## src/rtl/dma_arb_pkg.sv

```systemverilog
package dma_arb_pkg;

  typedef enum logic [1:0] {
    ST_IDLE     = 2'd0,
    ST_HOLD_REQ = 2'd1,
    ST_XFER     = 2'd2,
    ST_RELEASE  = 2'd3
  } arbState_t;

  // Strobes from the control FSM to the datapath
  typedef struct packed {
    logic latchWinner;  // capture the arbitration winner
    logic showGrant;    // drive the one-hot grant
    logic cancelEvt;    // transfer cancelled at a break point
  } arbStrobe_t;

endpackage

```

## src/rtl/dma_arb_datapath.sv

```systemverilog
module dma_arb_datapath
  import dma_arb_pkg::*;
#(
  parameter int NUM_CH = 8,
  parameter int LVL_W  = 5,
  localparam int CH_W  = (NUM_CH > 1) ? $clog2(NUM_CH) : 1
) (
  input  logic              clk,
  input  logic              rst_n,
  input  logic [NUM_CH-1:0] chReq,
  input  logic              irqValid,
  input  logic [LVL_W-1:0]  irqLevel,
  input  logic              cfgWrEn,
  input  logic [LVL_W-1:0]  cfgWrData,
  input  arbStrobe_t        strobe,
  output logic              anyReq,
  output logic              suppress,
  output logic [NUM_CH-1:0] chGrant,
  output logic              abortPulse,
  output logic [CH_W-1:0]   abortCh
);

  localparam logic [LVL_W-1:0] RESET_LVL = {LVL_W{1'b1}};

  logic [LVL_W-1:0] cancelLvl;
  logic [CH_W-1:0]  winIdx;
  logic [CH_W-1:0]  grantIdx;

  // Cancel threshold register
  always_ff @(posedge clk or negedge rst_n) begin
    if (!rst_n)       cancelLvl <= RESET_LVL;
    else if (cfgWrEn) cancelLvl <= cfgWrData;
  end

  // Veto: a valid interrupt more urgent than the threshold
  assign suppress = irqValid && (irqLevel < cancelLvl);

  // Fixed priority: the lowest index wins
  always_comb begin
    winIdx = '0;
    for (int i = NUM_CH - 1; i >= 0; i--) begin
      if (chReq[i]) winIdx = CH_W'(i);
    end
  end

  assign anyReq = |chReq;

  always_ff @(posedge clk or negedge rst_n) begin
    if (!rst_n)                  grantIdx <= '0;
    else if (strobe.latchWinner) grantIdx <= winIdx;
  end

  assign chGrant = strobe.showGrant ? (NUM_CH'(1) << grantIdx) : '0;

  always_ff @(posedge clk or negedge rst_n) begin
    if (!rst_n) begin
      abortPulse <= 1'b0;
      abortCh    <= '0;
    end else begin
      abortPulse <= strobe.cancelEvt;
      if (strobe.cancelEvt) abortCh <= grantIdx;
    end
  end

endmodule

```

## src/rtl/dma_arb_ctrl.sv

```systemverilog
module dma_arb_ctrl
  import dma_arb_pkg::*;
(
  input  logic       clk,
  input  logic       rst_n,
  input  logic       anyReq,
  input  logic       suppress,
  input  logic       holdAck,
  input  logic       xferDone,
  input  logic       xferBreak,
  output logic       holdReq,
  output arbStrobe_t strobe
);

  arbState_t state, stateNxt;

  always_ff @(posedge clk or negedge rst_n) begin
    if (!rst_n) state <= ST_IDLE;
    else        state <= stateNxt;
  end

  always_comb begin
    stateNxt = state;
    strobe   = '0;
    unique case (state)
      ST_IDLE: begin
        if (anyReq && !suppress) begin
          strobe.latchWinner = 1'b1;
          stateNxt           = ST_HOLD_REQ;
        end
      end
      ST_HOLD_REQ: begin
        if (suppress)     stateNxt = ST_RELEASE;
        else if (holdAck) stateNxt = ST_XFER;
      end
      ST_XFER: begin
        strobe.showGrant = 1'b1;
        if (xferDone) begin
          stateNxt = ST_RELEASE;
        end else if (xferBreak && suppress) begin
          strobe.cancelEvt = 1'b1;
          stateNxt         = ST_RELEASE;
        end
      end
      ST_RELEASE: begin
        if (!holdAck) stateNxt = ST_IDLE;
      end
      default: stateNxt = ST_IDLE;
    endcase
  end

  assign holdReq = (state == ST_HOLD_REQ) || (state == ST_XFER);

endmodule

```

## src/rtl/dma_hold_arbiter.sv

```systemverilog
module dma_hold_arbiter
  import dma_arb_pkg::*;
#(
  parameter int NUM_CH = 8,
  parameter int LVL_W  = 5,
  localparam int CH_W  = (NUM_CH > 1) ? $clog2(NUM_CH) : 1
) (
  input  logic              clk,
  input  logic              rst_n,
  input  logic [NUM_CH-1:0] chReq,
  input  logic              holdAck,
  input  logic              xferDone,
  input  logic              xferBreak,
  input  logic              irqValid,
  input  logic [LVL_W-1:0]  irqLevel,
  input  logic              cfgWrEn,
  input  logic [LVL_W-1:0]  cfgWrData,
  output logic              holdReq,
  output logic [NUM_CH-1:0] chGrant,
  output logic              abortPulse,
  output logic [CH_W-1:0]   abortCh
);

  arbStrobe_t strobe;
  logic       anyReq;
  logic       suppress;

  dma_arb_ctrl ctrl_i (
    .clk       (clk),
    .rst_n     (rst_n),
    .anyReq    (anyReq),
    .suppress  (suppress),
    .holdAck   (holdAck),
    .xferDone  (xferDone),
    .xferBreak (xferBreak),
    .holdReq   (holdReq),
    .strobe    (strobe)
  );

  dma_arb_datapath #(
    .NUM_CH (NUM_CH),
    .LVL_W  (LVL_W)
  ) dp_i (
    .clk        (clk),
    .rst_n      (rst_n),
    .chReq      (chReq),
    .irqValid   (irqValid),
    .irqLevel   (irqLevel),
    .cfgWrEn    (cfgWrEn),
    .cfgWrData  (cfgWrData),
    .strobe     (strobe),
    .anyReq     (anyReq),
    .suppress   (suppress),
    .chGrant    (chGrant),
    .abortPulse (abortPulse),
    .abortCh    (abortCh)
  );

endmodule

```

## config.mk

```make
export PLATFORM = sky130hd
export DESIGN_NAME = dma_hold_arbiter
export DESIGN_NICKNAME = d
export VERILOG_FILES = /design/src/rtl/dma_arb_pkg.sv /design/src/rtl/dma_arb_datapath.sv /design/src/rtl/dma_arb_ctrl.sv /design/src/rtl/dma_hold_arbiter.sv
export SDC_FILE = /design/constraint.sdc
export NUM_CORES = 1
export LEC_CHECK = 0
export BUFFER_PORTS_ARGS = -buffer_cell sky130_fd_sc_hd__buf_4
export CORE_MARGIN = 2
export CORE_UTILIZATION = 50
export CTS_CLUSTER_SIZE = 30
export DETAILED_ROUTE_END_ITERATION = 10
export GPL_TIMING_DRIVEN = 0
export PLACE_DENSITY = 0.83
export RECOVER_POWER = 50
export SYNTH_ARGS = -nofsm -noshare
export SYNTH_HDL_FRONTEND = slang
export SYNTH_SLANG_ARGS = --single-unit
```

## constraint.sdc

```tcl
create_clock -name clk -period 3.19 [get_ports clk]
set_input_delay 0.4785 -clock clk [delete_from_list [all_inputs] [get_ports clk]]
set_output_delay 0.4785 -clock clk [all_outputs]
set_load 0.02 [all_outputs]
```

==> results.yml <==
setup_path:
  crit_fanout: 5
  startpoint_type: "flip-flop"
  slowest_stage: "dfstp_2"
  crit_type: "flip-flop to flip-flop"
  crit_arrival_ns: 2.37
  cp_common_cell: "o21ai_2"
  path_cells: "inv_1 -> ha_1 -> a21oi_2 -> o21ai_2 -> a31oi_4 -> and2b_2 -> o21ai_2 -> mux2_2"
  cp-end-kind: "flip-flop"
  slowest_delay_ns: 0.52
  required_ns: 3.36
logic_synthesis:
  synth_top_area_cell: "dfrtp_1"
  syn_area_um2: 923
  synth_top_area_share_pct: 24.4
  synth_cells: 94
  ys_ff_latch: 14
  ys.flop_type: "dfrtp_1"
  yosysUniqueCellTypes: 28
  ys_seq_area_share_pct: 38.6
  synth_enable_flop_cells: 0
  syn-num-nets: 127
  async_flop_share_pct: 100
  yosysWarningCount: 0
  synth.avg_cell_area_um2: 9.82
  synth_area_leaders: "dfrtp_1 (24%), dfstp_2 (14%), ha_1 (11%)"
floorplanning:
  placementRows: 15
  die_width_um: 47.0
  dieArea_um2: 2210
  die_h_um: 47.0
  pin_count: 38
  coreArea_um2: 1730
  initial_core_util_pct: 53.5
sta:
  whs_ns: 0.231
  period_minus_slack_ns: 2.19
  clock_skew_ns: 0.00140
  period_share_pct: 68.8
  finalHoldViolCount: 0
  tns_ns: 0
  slew_viol_final: 0
  setup_viol: 0
  max_slew_margin_pct: 49.5
  rsz0062_at_grt: "false"
  tightest_slew_ns: 0.757
  fmax_ghz: 0.456
cts:
  cts-buffers-inserted: 3
  root_buffer: "clkbuf_4"
  numClockSinks: 14
  tritoncts: "yes"
  postCtsHoldBufs: 0
  cts.path.max_buffers: 2
  clkTransAtPathRegs_ns: 0.08
  htree_levels: 1
  clk_latency_ns: 0.28
  post_cts_buffers: 0
  cts.repair.resized: 0
global_route:
  grt-ovfl-total: 0
  grt_pass1_wl_mm: 2.99
  grt_pass1_vias: 734
  met1_usage_pct: 21.9
  use_met2_pct: 37.3
  use_met3_pct: 2.31
  grt_max_degree: 15
  antenna_found_initial: 0
  grtUsageTotal_pct: 19.7
  busiest_layer: "met2"
power:
  leakagePower_nw: 0.625
  max-vdd-ir-drop_v: 0.000448
  p_per_area_nw_per_um2: 683
flow_run:
  drv_cap: 0
detailed_routing:
  drtAntennaViolNets: 0
  drc_errors: 0
  via_per_inst: 5.04
  wl_per_cell_um: 12.6
  finalWirelength_mm: 2.01
  num_vias: 802
  drtPass1Iterations: 4
  first_iter_violations: 9
placement:
  place_hpwl_mm: 1.67
  placed_cells: 155
  portBuffers: 36
  place_congestion: 0.815
layout:
  nets: 168
  drive_gt1_share_pct: 45.5
  fin_util_pct: 72.6
  syn_to_final_growth_pct: 35.8
  antennaDiodeCount: 0
  stdcell_count: 159
worst_hold_path:
  holdCritPathClass: "input pin to asynchronous set/reset pin"
run_status:
  status: "finished, final reports clean"
==> state kept, by name, indices dropped and copies added, names as in the netlist <==
signal	cells
dp_i.cancelLvl	5
dp_i.abortCh	3
dp_i.grantIdx	3
ctrl_i.state	2
dp_i.abortPulse	1
==> report_power, final <==
| part | switching, W | total [W] | internal [W] | leakage, nW |
|---|---|---|---|---|
| registers | 0.0000502 | 0.000283 | 0.000233 | 0.167 |
| clock network | 0.0000579 | 0.000127 | 0.0000695 | 0.0210 |
| logic | 0.000224 | 0.000446 | 0.000222 | 0.437 |
==> worst max-delay path, delay by kind of cell, from the launching register on <==
kind	cells	cell delay (ns)
compound gates	4	0.59
flops	1	0.52
mux	1	0.36
fa+ha+maj	1	0.30
simple gates	1	0.27
buf+inv	1	0.05
==> placed cells by master (no fill, tap or decap), types with 2 or more instances in the layout <==
cell      count
nor3_1        5
nor2_1       10
o21ai_0       4
clkbuf_1      3
nand2b_1      4
dfrtp_1       9
mux2_4        2
dfstp_2       5
inv_1        10
buf_4        34
mux2_2        6
ha_1          8
a21oi_1       4
clkbuf_4      3
nand2_1      10
o21ai_2       2
==> cells in the mapped netlist, drive strengths merged, types with 2 or more instances <==
library cell and number:
a31oi 2, dfrtp 9, nand2 11, dfstp 5, o21ai 7, mux2 8, ha 8, nand2b 4
nor2 10, inv 10, a21oi 5, nor3 5
==> cell families (layout without fill, tap and decap cells) <==
kind of cell | after synthesis | after routing | synth area share, %
flops | 14 | 14 | 38.6
simple gates | 35 | 35 | 19.6
mux | 8 | 8 | 10.6
compound gates | 18 | 18 | 15.9
buf+inv | 11 | 51 | 4.47
fa+ha+maj | 8 | 8 | 10.8
==> layer usage <==
metal	vias to the layer above	part of all wire (%)	wire length (um)
met5	-	0	0
met4	0	1.0	21
met3	4	5.7	114
met2	30	54	1080
met1	366	39	789
li1	402	-	-
==> worst paths after layout <==
kind | depth (start not counted) | end | start | slack, ns
worst max-delay path | 8 | dp_i.grantIdx[1]$_DFFE_PN0P_ | dp_i.cancelLvl[2]$_DFFE_PN1P_ | 1.0
max in group asynchronous | 1 | ctrl_i.state[0]$_DFFE_PN0P_ | rst_n | 2.49
min in group clk | 3 | dp_i.cancelLvl[2]$_DFFE_PN1P_ | cfgWrData[2] | 0.40
worst min-delay path | 1 | dp_i.abortCh[0]$_DFFE_PN0P_ | rst_n | 0.23
worst min register to register | 1 | dp_i.abortCh[0]$_DFFE_PN0P_ | dp_i.abortCh[0]$_DFFE_PN0P_ | 0.52
worst max register to register | 8 | dp_i.grantIdx[1]$_DFFE_PN0P_ | dp_i.cancelLvl[2]$_DFFE_PN1P_ | 1.0
==> stage by stage <==
stage                     setup slack, ns  cell area, um2  power (W)
final                               0.996            1250   0.000856
after global routing                0.918            1250   0.000908
after CTS                            1.00            1260   0.000863
after detailed placement            0.960            1220   0.000734
after global placement               1.02            1220   0.000711
after floorplan                      1.16             923   0.000589
==> cell type report <==
class,count,area (um2)
plain buffers,1,3.75
clock buffers,4,36.3
flip-flops and latches,14,357
inverters,10,37.5
well taps,25,31.3
multi-input cells,69,526
fillers,138,473
repair buffers,36,263
Power figures use the tool's default switching activity.
